[config.mk]
export PLATFORM = sky130hd
export DESIGN_NAME = fbx_rect_xfer
export DESIGN_NICKNAME = d
export VERILOG_FILES = /design/src/rtl/fbx_pkg.sv /design/src/rtl/fbx_rect_walker.sv /design/src/rtl/fbx_rd_pack.sv /design/src/rtl/fbx_rect_xfer.sv
export SDC_FILE = /design/constraint.sdc
export NUM_CORES = 1
export LEC_CHECK = 0
export CAP_MARGIN = 30
export CORE_MARGIN = 2
export CORE_UTILIZATION = 44
export CTS_CLUSTER_SIZE = 10
export DETAILED_ROUTE_END_ITERATION = 7
export MAX_ROUTING_LAYER = met4
export PLACE_DENSITY = 0.77
export RECOVER_POWER = 25
export REMOVE_ABC_BUFFERS = 1
export SLEW_MARGIN = 0
export SYNTH_ARGS = -nofsm -noshare
export SYNTH_HDL_FRONTEND = slang
export SYNTH_SLANG_ARGS = --single-unit
[constraint.sdc]
create_clock -name clk -period 3 [get_ports clk]
set_input_delay 0.6 -clock clk [delete_from_list [all_inputs] [get_ports clk]]
set_output_delay 0.6 -clock clk [all_outputs]
set_load 0.01 [all_outputs]
[src/rtl/fbx_pkg.sv]
package fbx_pkg;
   typedef enum logic [1:0] {
      M_IDLE = 2'd0,
      M_WR   = 2'd1,
      M_RD   = 2'd2
   } fbx_mode_t;

   typedef enum logic [1:0] {
      RP_IDLE = 2'd0,
      RP_HI   = 2'd1,
      RP_OUT  = 2'd2
   } fbx_rph_t;
endpackage

[src/rtl/fbx_rect_walker.sv]
module fbx_rect_walker #(
   parameter int X_BITS = 10,
   parameter int Y_BITS = 9
) (
   input  logic                     clk,
   input  logic                     rst_n,
   input  logic                     load,
   input  logic [X_BITS-1:0]        org_x,
   input  logic [Y_BITS-1:0]        org_y,
   input  logic [X_BITS:0]          width,
   input  logic [Y_BITS:0]          height,
   input  logic                     step,
   output logic [X_BITS+Y_BITS-1:0] addr,
   output logic                     last
);
   localparam int ADDR_BITS = X_BITS + Y_BITS;
   localparam logic [ADDR_BITS-1:0] STRIDE = ADDR_BITS'(1) << X_BITS;

   logic [X_BITS:0]          col, wid;
   logic [Y_BITS:0]          row, hgt;
   logic [ADDR_BITS-1:0]     line_base;
   logic [X_BITS:0]          col_nx;
   logic                     col_wrap;
   logic [ADDR_BITS-1:0]     line_nx;

   assign col_nx   = col + 1'b1;
   assign col_wrap = (col_nx == wid);
   assign line_nx  = line_base + STRIDE;
   assign last     = col_wrap && ((row + 1'b1) == hgt);

   always_ff @(posedge clk) begin
      if (!rst_n) begin
         col       <= '0;
         row       <= '0;
         wid       <= '0;
         hgt       <= '0;
         line_base <= '0;
         addr      <= '0;
      end else if (load) begin
         col       <= '0;
         row       <= '0;
         wid       <= width;
         hgt       <= height;
         line_base <= {org_y, org_x};
         addr      <= {org_y, org_x};
      end else if (step) begin
         if (col_wrap) begin
            col       <= '0;
            row       <= row + 1'b1;
            line_base <= line_nx;
            addr      <= line_nx;
         end else begin
            col  <= col_nx;
            addr <= addr + 1'b1;
         end
      end
   end

   assert_col_step_R4: assert property (@(posedge clk) disable iff (!rst_n)
      (step && !load && !col_wrap) |=> (addr == ADDR_BITS'($past(addr) + 1'b1)));

   assert_line_jump_R4: assert property (@(posedge clk) disable iff (!rst_n)
      (step && !load && col_wrap) |=>
         (addr == ADDR_BITS'($past(addr) - ADDR_BITS'($past(col)) + STRIDE)));
endmodule

[src/rtl/fbx_rd_pack.sv]
module fbx_rd_pack #(
   parameter int PIX_BITS = 16
) (
   input  logic                  clk,
   input  logic                  rst_n,
   input  logic                  cap_lo,
   input  logic                  out_en,
   input  logic [PIX_BITS-1:0]   pix_in,
   output logic [2*PIX_BITS-1:0] word_out,
   output logic                  word_vld
);
   logic [PIX_BITS-1:0] lo_q;

   always_ff @(posedge clk) begin
      if (!rst_n)      lo_q <= '0;
      else if (cap_lo) lo_q <= pix_in;
   end

   assign word_out = {pix_in, lo_q};
   assign word_vld = out_en;
endmodule

[src/rtl/fbx_rect_xfer.sv]
module fbx_rect_xfer
   import fbx_pkg::*;
#(
   parameter int X_BITS   = 10,
   parameter int Y_BITS   = 9,
   parameter int PIX_BITS = 16
) (
   input  logic                     clk,
   input  logic                     rst_n,
   input  logic                     start_wr,
   input  logic                     start_rd,
   input  logic                     abort,
   input  logic [X_BITS-1:0]        org_x,
   input  logic [Y_BITS-1:0]        org_y,
   input  logic [X_BITS:0]          rect_w,
   input  logic [Y_BITS:0]          rect_h,
   input  logic                     hw_valid,
   input  logic [2*PIX_BITS-1:0]    hw_data,
   output logic                     hw_ready,
   input  logic                     rd_req,
   output logic                     rd_ready,
   output logic [2*PIX_BITS-1:0]    rd_data,
   output logic                     rd_valid,
   output logic [X_BITS+Y_BITS-1:0] mem_addr,
   output logic                     mem_we,
   output logic [PIX_BITS-1:0]      mem_wdata,
   input  logic [PIX_BITS-1:0]      mem_rdata,
   output logic                     wr_busy,
   output logic                     rd_busy,
   output logic                     img_rdy,
   output logic                     frame_dirty,
   input  logic                     dirty_ack
);
   localparam int ADDR_BITS = X_BITS + Y_BITS;

   generate
      if (X_BITS < 1 || Y_BITS < 1 || PIX_BITS < 1) begin : g_bad_cfg
         $error("fbx_rect_xfer: widths must be positive");
      end
   endgenerate

   fbx_mode_t           mode;
   fbx_rph_t            rd_ph;
   logic                hi_pend;
   logic [PIX_BITS-1:0] hi_q;
   logic                rd_end;
   logic                img_q, dirty_q;
   logic                start_ok, go_wr, go_rd, load;
   logic                rd_fetch, step, w_last, wr_done;

   assign start_ok = (rect_w != '0) && (rect_h != '0);
   assign go_wr    = !abort && start_wr && start_ok;
   assign go_rd    = !abort && !start_wr && start_rd && start_ok;
   assign load     = go_wr || go_rd;

   assign wr_busy  = (mode == M_WR);
   assign rd_busy  = (mode == M_RD);
   assign hw_ready = wr_busy && !hi_pend;
   assign rd_ready = rd_busy && (rd_ph == RP_IDLE);

   assign mem_we    = !abort && !load && wr_busy && ((hw_valid && hw_ready) || hi_pend);
   assign mem_wdata = hi_pend ? hi_q : hw_data[PIX_BITS-1:0];
   assign rd_fetch  = !abort && !load &&
                      ((rd_req && rd_ready) || (rd_busy && rd_ph == RP_HI));
   assign step      = mem_we || rd_fetch;
   assign wr_done   = mem_we && w_last;

   fbx_rect_walker #(.X_BITS(X_BITS), .Y_BITS(Y_BITS)) u_walk (
      .clk(clk), .rst_n(rst_n), .load(load),
      .org_x(org_x), .org_y(org_y), .width(rect_w), .height(rect_h),
      .step(step), .addr(mem_addr), .last(w_last)
   );

   fbx_rd_pack #(.PIX_BITS(PIX_BITS)) u_pack (
      .clk(clk), .rst_n(rst_n),
      .cap_lo(rd_busy && rd_ph == RP_HI),
      .out_en(rd_busy && rd_ph == RP_OUT),
      .pix_in(mem_rdata), .word_out(rd_data), .word_vld(rd_valid)
   );

   always_ff @(posedge clk) begin
      if (!rst_n) begin
         mode    <= M_IDLE;
         rd_ph   <= RP_IDLE;
         hi_pend <= 1'b0;
         hi_q    <= '0;
         rd_end  <= 1'b0;
         img_q   <= 1'b0;
      end else if (abort) begin
         mode    <= M_IDLE;
         rd_ph   <= RP_IDLE;
         hi_pend <= 1'b0;
         rd_end  <= 1'b0;
         img_q   <= 1'b0;
      end else if (load) begin
         mode    <= go_wr ? M_WR : M_RD;
         rd_ph   <= RP_IDLE;
         hi_pend <= 1'b0;
         rd_end  <= 1'b0;
         img_q   <= 1'b1;
      end else begin
         case (mode)
            M_WR: if (mem_we) begin
               if (w_last) begin
                  mode    <= M_IDLE;
                  img_q   <= 1'b0;
                  hi_pend <= 1'b0;
               end else if (!hi_pend) begin
                  hi_pend <= 1'b1;
                  hi_q    <= hw_data[2*PIX_BITS-1:PIX_BITS];
               end else begin
                  hi_pend <= 1'b0;
               end
            end
            M_RD: case (rd_ph)
               RP_IDLE: if (rd_fetch) begin
                  rd_ph  <= RP_HI;
                  rd_end <= w_last;
               end
               RP_HI: begin
                  rd_ph  <= RP_OUT;
                  rd_end <= rd_end || w_last;
               end
               default: begin
                  rd_ph <= RP_IDLE;
                  if (rd_end) begin
                     mode  <= M_IDLE;
                     img_q <= 1'b0;
                  end
               end
            endcase
            default: ;
         endcase
      end
   end

   always_ff @(posedge clk) begin
      if (!rst_n)         dirty_q <= 1'b0;
      else if (wr_done)   dirty_q <= 1'b1;
      else if (dirty_ack) dirty_q <= 1'b0;
   end

   assign img_rdy     = img_q;
   assign frame_dirty = dirty_q;

   assert_second_half_R3: assert property (@(posedge clk) disable iff (!rst_n)
      (mem_we && hw_ready && !w_last) |=> (hi_pend && !hw_ready));

   assert_dirty_on_end_R5: assert property (@(posedge clk) disable iff (!rst_n)
      $rose(frame_dirty) |-> $fell(wr_busy));

   assert_rd_latency_R7: assert property (@(posedge clk) disable iff (!rst_n)
      rd_valid |-> ($past(rd_busy) && !$past(rd_valid)));

   assert_abort_clears_R9: assert property (@(posedge clk) disable iff (!rst_n)
      abort |=> (!wr_busy && !rd_busy && !img_rdy));
endmodule

After elaboration in Yosys (flattened, before gate mapping) --
Index checks and enable logic that the tools add are counted.
Word-level totals: output and inout bits 75, bits of input ports 96, logic and storage cells 109, flip-flop bits (word level) 120
Cells by class: eq/ne operators 11, multiplexer cells 29, bitwise gates (word level) 5, reductions and logical operators 46, add/sub/neg operators 4
Operator list (number):
- $mux 19 | 6
- $add 19x1->19 const B | 1
- $add 19x11->19 const B | 1
- $logic_and 1x1->1 | 18
- $mux 16 | 1
- $mux 2 | 7
- $add 11x1->11 const B | 1
- $eq 11x11->1 | 1
- $mux 11 | 1
- $reduce_bool 11->1 | 1
- $add 10x1->10 const B | 1
- $eq 10x10->1 | 1
- $mux 1 | 10
- $reduce_bool 10->1 | 1
- $pmux 2 s2 | 2
- $reduce_and 2->1 | 4
- $reduce_bool 2->1 | 4
- $ne 3x1->1 const B | 2
- $ne 3x2->1 const B | 2
- $reduce_and 6->1 | 1
- $reduce_or 2->1 | 3
- $logic_or 1x1->1 | 5
- $not 1->1 | 5
- $reduce_and 5->1 | 1
- other kinds (9) | 15

Longest topological paths before layout --
word-level depth 12, gate-level depth with buffers 12, depth with buffers taken out 10

Hierarchy --
Synthesis repeated with hierarchy kept, for this count alone.
Unflattened totals: cells, all modules 773, area total of the unflattened synthesis 6754.0 µm²
Modules (own cells, without submodules):
- fbx_rect_walker | instances 1, cells each 552, seq. area each 1601.5 µm², area an instance 4613.2 µm²
- fbx_rect_xfer | instances 1, cells each 153, seq. area each 480.5 µm², area an instance 1397.6 µm²
- fbx_rd_pack | instances 1, cells each 68, seq. area each 320.3 µm², area an instance 743.2 µm²

Worst setup path after synthesis --
OpenSTA, ideal clock, no wires.
path type reg2reg, start point reg u_walk.col[0], end point reg u_walk.addr[1], path buffers 2, data arrival time 2829 ps, stages on the path, launching flop included 12, slack 44 ps, period minus slack after synthesis 2956 ps, data required time 2872 ps, setup time 128 ps, path through dfxtp_1 > ha_1 > buf_2 > nand3_1 > or4_1 > a22oi_1 > nand4_1 > or3_1 > buf_4 > mux2_1 > a222oi_1 > nor2_1
Between the ends: longest elaborated chain between the ends 5
Ends and longest elaborated chain:
- start: declaration | line fbx_rect_walker.sv:19 | logic [X_BITS:0] col, wid;
- start signal: assignment | line fbx_rect_walker.sv:53 | col <= col_nx;
- $add 11x1->11 | line fbx_rect_walker.sv:26 | assign col_nx = col + 1'b1;
- $eq 11x11->1 | line fbx_rect_walker.sv:27 | assign col_wrap = (col_nx == wid);
- $mux 19 | line fbx_rect_walker.sv:47 | if (col_wrap) begin
- $mux 19 | line fbx_rect_walker.sv:46 | end else if (step) begin
- $mux 19 | line fbx_rect_walker.sv:39 | end else if (load) begin
- end signal: assignment | line fbx_rect_walker.sv:45 | addr <= {org_y, org_x};
- end signal: assignment | line fbx_rect_walker.sv:51 | addr <= line_nx;
- end signal: assignment | line fbx_rect_walker.sv:54 | addr <= addr + 1'b1;
- end: declaration | line fbx_rect_walker.sv:13 | output logic [X_BITS+Y_BITS-1:0] addr,
No other way between the ends. The select of a mux whose other input is x is not followed. A chain may end at the register's enable or synchronous reset.

Worst setup path after layout --
start point reg u_walk.col[7], end point reg mode[0]
Between the ends: longest elaborated chain between the ends 5
Ends and longest elaborated chain:
- $add 11x1->11 | line fbx_rect_walker.sv:26
- $eq 11x11->1 | line fbx_rect_walker.sv:27
- $logic_and 1x1->1 | line fbx_rect_walker.sv:29 | assign last = col_wrap && ((row + 1'b1) == hgt);
- $ne 3x1->1 (no source line)
- $reduce_and 5->1 (no source line)
- end signal: assignment | line fbx_rect_xfer.sv:96 | mode <= go_wr ? M_WR : M_RD;
- end: declaration | line fbx_rect_xfer.sv:42 | fbx_mode_t mode;
No other way between the ends.

==> impl_metrics.csv <==
group,metric,value,unit
outcome,outcome,"completed",
pwr,p_total,0.004429,W
synth,postSynthRegisterBits,120,
sta,slew_violations,0,
drt,routed_via_density,5.353,
floorplan,design.portCount,171,
sta,period_needed,2924,ps
drt,drt_wl_total,17.73,mm
global_routing,grt_max_degree,74,
final_layout,layout.nets,1087,
global_routing,grt_antenna_before_repair,0,
synth,yosysSeqAreaShare,37.96,%
placed_design,place_congestion,0.9450,
drt,detail_route.drc_violations,0,
synth,syn-mean-instance-area,7.832,µm²
synth,yosys.cell_types.count,52,
setup_path,worstReg2RegEnd,"mode[0]$_SDFFE_PP0P_",
setup_path,cp-end-kind,"register",
cts,deepest_level_of_the_cts_h_tree,4,
sta,min_period_over_period,97.45,%
setup_path,worst-setup-path-type,"reg2reg",
synth,netlist_instances,808,
cts,clock-root-buffer,"clkbuf_16",
drt,drt_first_iter_violations,411,
setup_path,timing.critical_path.from_type,"register",
sta,setup_repair_after_global_routing_missed_its_margin,"false",
flow_run,drv.max_cap_violation_count,0,
global_routing,grt_pass1_wl,28.43,mm
setup_path,maximum_net_fanout_on_the_critical_path,27,
synth,synth_async_sr_flop_share,0,%
setup_path,critical_path.startpoint,"u_walk.col[7]$_SDFFE_PP0P_",
global_routing,gr-total-overflow,0,
min_path,hold_path.class,"reg2reg",
floorplan,chipWidth,123.9,µm
cts,clk-insertion-delay-late,420,ps
floorplan,initial_utilization,45.24,%
placed_design,place.detailed.hpwl,12.37,mm
setup_path,worst-r2r-setup-slack,80,ps
cts,clkSinkCount,120,
final_layout,final_core_util,65.03,%
sta,layout_setup_ws,76.40,ps
placed_design,portBuffers,170,
final_layout,area_growth,43.73,%
drt,dr_total_vias,6306,
setup_path,critical_register_to_register_path_startpoint,"u_walk.col[7]$_SDFFE_PP0P_",
cts,clk_path_buf_depth,2,
setup_path,worst-endpoint-arrival,3230,ps
final_layout,final_layout_size_suffix_gt1_share,12.83,%
pwr,p_per_area,486.9,mW/mm²
global_routing,groute.usage.overall,24.17,%
floorplan,design.die.area,0.01536,mm²
sta,slew_headroom,39.24,%
drt,ant_nets,0,
min_path,hold_path.startpoint,"u_pack.lo_q[12]$_SDFFE_PN0P_",
setup_path,rr_worst_depth,9,
cts,cts.clk_slew.worst_paths,60,ps
final_layout,final_cells,1178,
cts,tritoncts,"done",
synth,dominantRegCellSynth,"dfxtp_1",
cts,numCtsBuffers,17,
synth,synth_edf_count,0,
synth,syn-cell-area,0.006329,mm²
sta,count_of_endpoints_failing_hold_in_the_final_timing_report,0,
floorplan,die_height,123.9,µm
final_layout,antennaDiodeCount,0,
pwr,leakage,3.441,nW
sta,clock-skew-final,9.062,ps
placed_design,placement.setup.worst_slack,-309.5,ps
drt,detailedRoute.firstPassIterationCount,5,
min_path,hold_depth,2,
min_path,min_delay_worst_endpoint,"u_pack.lo_q[12]$_SDFFE_PN0P_",
global_routing,grt_pass1_vias,5942,
placed_design,dp_cells,1143,
drt,avgRoutedWirePerCell,15.05,µm
sta,worst-slew-pin-transition,910.8,ps
sta,endpoints_failing_setup,0,
setup_path,worst_ep_required_time,3300,ps
floorplan,floorplan.core_area,0.01399,mm²
pwr,worst_ir_drop_vdd,0.3939,mV
sta,max_freq,342.0,MHz
floorplan,floorplan.rows,43,
synth,yosys_warnings,0,
-- flip-flops by register name (all words and copies together) (netlist names) --
register          count
mode                  2
u_walk.col           11
u_walk.row           10
u_walk.addr          19
img_rdy               1
u_walk.line_base     19
u_walk.hgt           10
u_pack.lo_q          16
rd_end                1
rd_ph                 2
u_walk.wid           11
hi_pend               1
hi_q                 16
frame_dirty           1
-- layer usage --
layer	wire length, µm	part of all wire, %	track usage [%]
met3	1165	6.6	5.449
met5	0	0	-
met4	227	1.3	8.427
met1	7880	44	30.36
met2	8455	48	38.43
-- worst max-delay path, stage by stage (launching register included) --
cell and delay (ps):
dfxtp_1 460, nand3_1 160, or4_1 530, a22oi_2 180, nand4_1 160, or3_4 360
buf_12 180, o311ai_1 380, nand2_1 130, a31o_2 260
-- layout make-up --
class                   instances  area (µm²)
repair buffers                227        2200
inverters                      12       45.04
well taps                     180       225.2
clock inverters                11       168.9
multi-input cells             607        3582
fillers                      1184        4892
clock buffers                  21       470.5
flip-flops and latches        120        2405
-- logic make-up (layout without fill, tap and decap cells) --
| kind of cell | after synthesis | count (layout) | share of synthesized area [%] |
|---|---|---|---|
| muxes | 41 | 41 | 6.880 |
| buffers and inverters | 81 | 271 | 6.208 |
| and+or+nand+nor | 347 | 347 | 24.16 |
| DFF | 120 | 120 | 37.96 |
| AOI/OAI and AO/OA | 155 | 155 | 15.58 |
| adders and majority gates | 6 | 6 | 1.186 |
| xor gates and xnor gates | 58 | 58 | 8.027 |
-- cell usage in the layout (no fill, tap or decap), drive strengths merged, types with 6 or more instances in the layout --
cell / count
ha: 6
xnor2: 40
o311a: 8
a222oi: 8
clkbuf: 22
inv: 13
mux2i: 21
xor2: 18
nor4: 10
nand4: 8
buf: 57
dlygate4sd3: 32
clkdlybuf4s50: 137
mux2: 20
nand3: 25
nor2: 70
a22oi: 10
a21oi: 71
nor3: 20
o21ai: 21
dfxtp: 120
nand2: 178
a31oi: 6
and3: 10
-- synth_stat cells (5+ instances only) --
library cell  number  share of area, %
buf_4             17               2.0
a22oi_1           10               1.2
mux2_2            17               3.0
inv_1             12              0.71
xnor2_1           40               5.5
a21oi_1           71               5.6
o311a_1            8               1.3
nor3_1            20               1.6
nand3_1           25               2.0
buf_2              8              0.63
a31oi_1            6              0.59
and3_1            10              0.99
nor4_1             8              0.79
o21ai_0           21               1.7
clkbuf_1          42               2.5
ha_1               6               1.2
xor2_1            18               2.5
or3_1              5              0.49
nand4_1            7              0.69
a222oi_1           8               1.3
nor2_1            69               4.1
nand2_1          178                11
mux2i_1           21               3.3
dfxtp_1          120                38
-- power breakdown --
group	internal (W)	switching [W]
registers	0.00164	0.0000470
clock network	0.00146	0.000739
logic	0.000307	0.000237
-- worst max-delay path by stage --
stage / to / slack (ps) / cells after the start
after floorplan: hi_q[0]$_SDFFE_PN0P_ / -1350 / 9
after global placement: mem_we / -300 / 8
after detailed placement: mem_we / -310 / 8
after CTS: mem_we / 10 / 8
after global routing: u_walk.addr[10]$_SDFFE_PN0P_ / 10 / 11
final: mode[0]$_SDFFE_PP0P_ / 80 / 9
-- metrics by stage --
stage	TNS [ps]	hold WS (ps)	cell area, µm²
floorplan	-37650	431.3	5981
global placement	-304.7	440.2	8406
detailed placement	-309.5	447.8	8406
CTS	0	453.5	9061
global route	0	466.0	9096
finish	0	448.8	9096
-- repair_timing --
action,CTS,global route
pin swaps,1,6
resized for setup,3,8
setup buffers,1,2
hold buffers,0,0
endpoints found under the setup margin,1,11
Power figures use the tool's default switching activity.
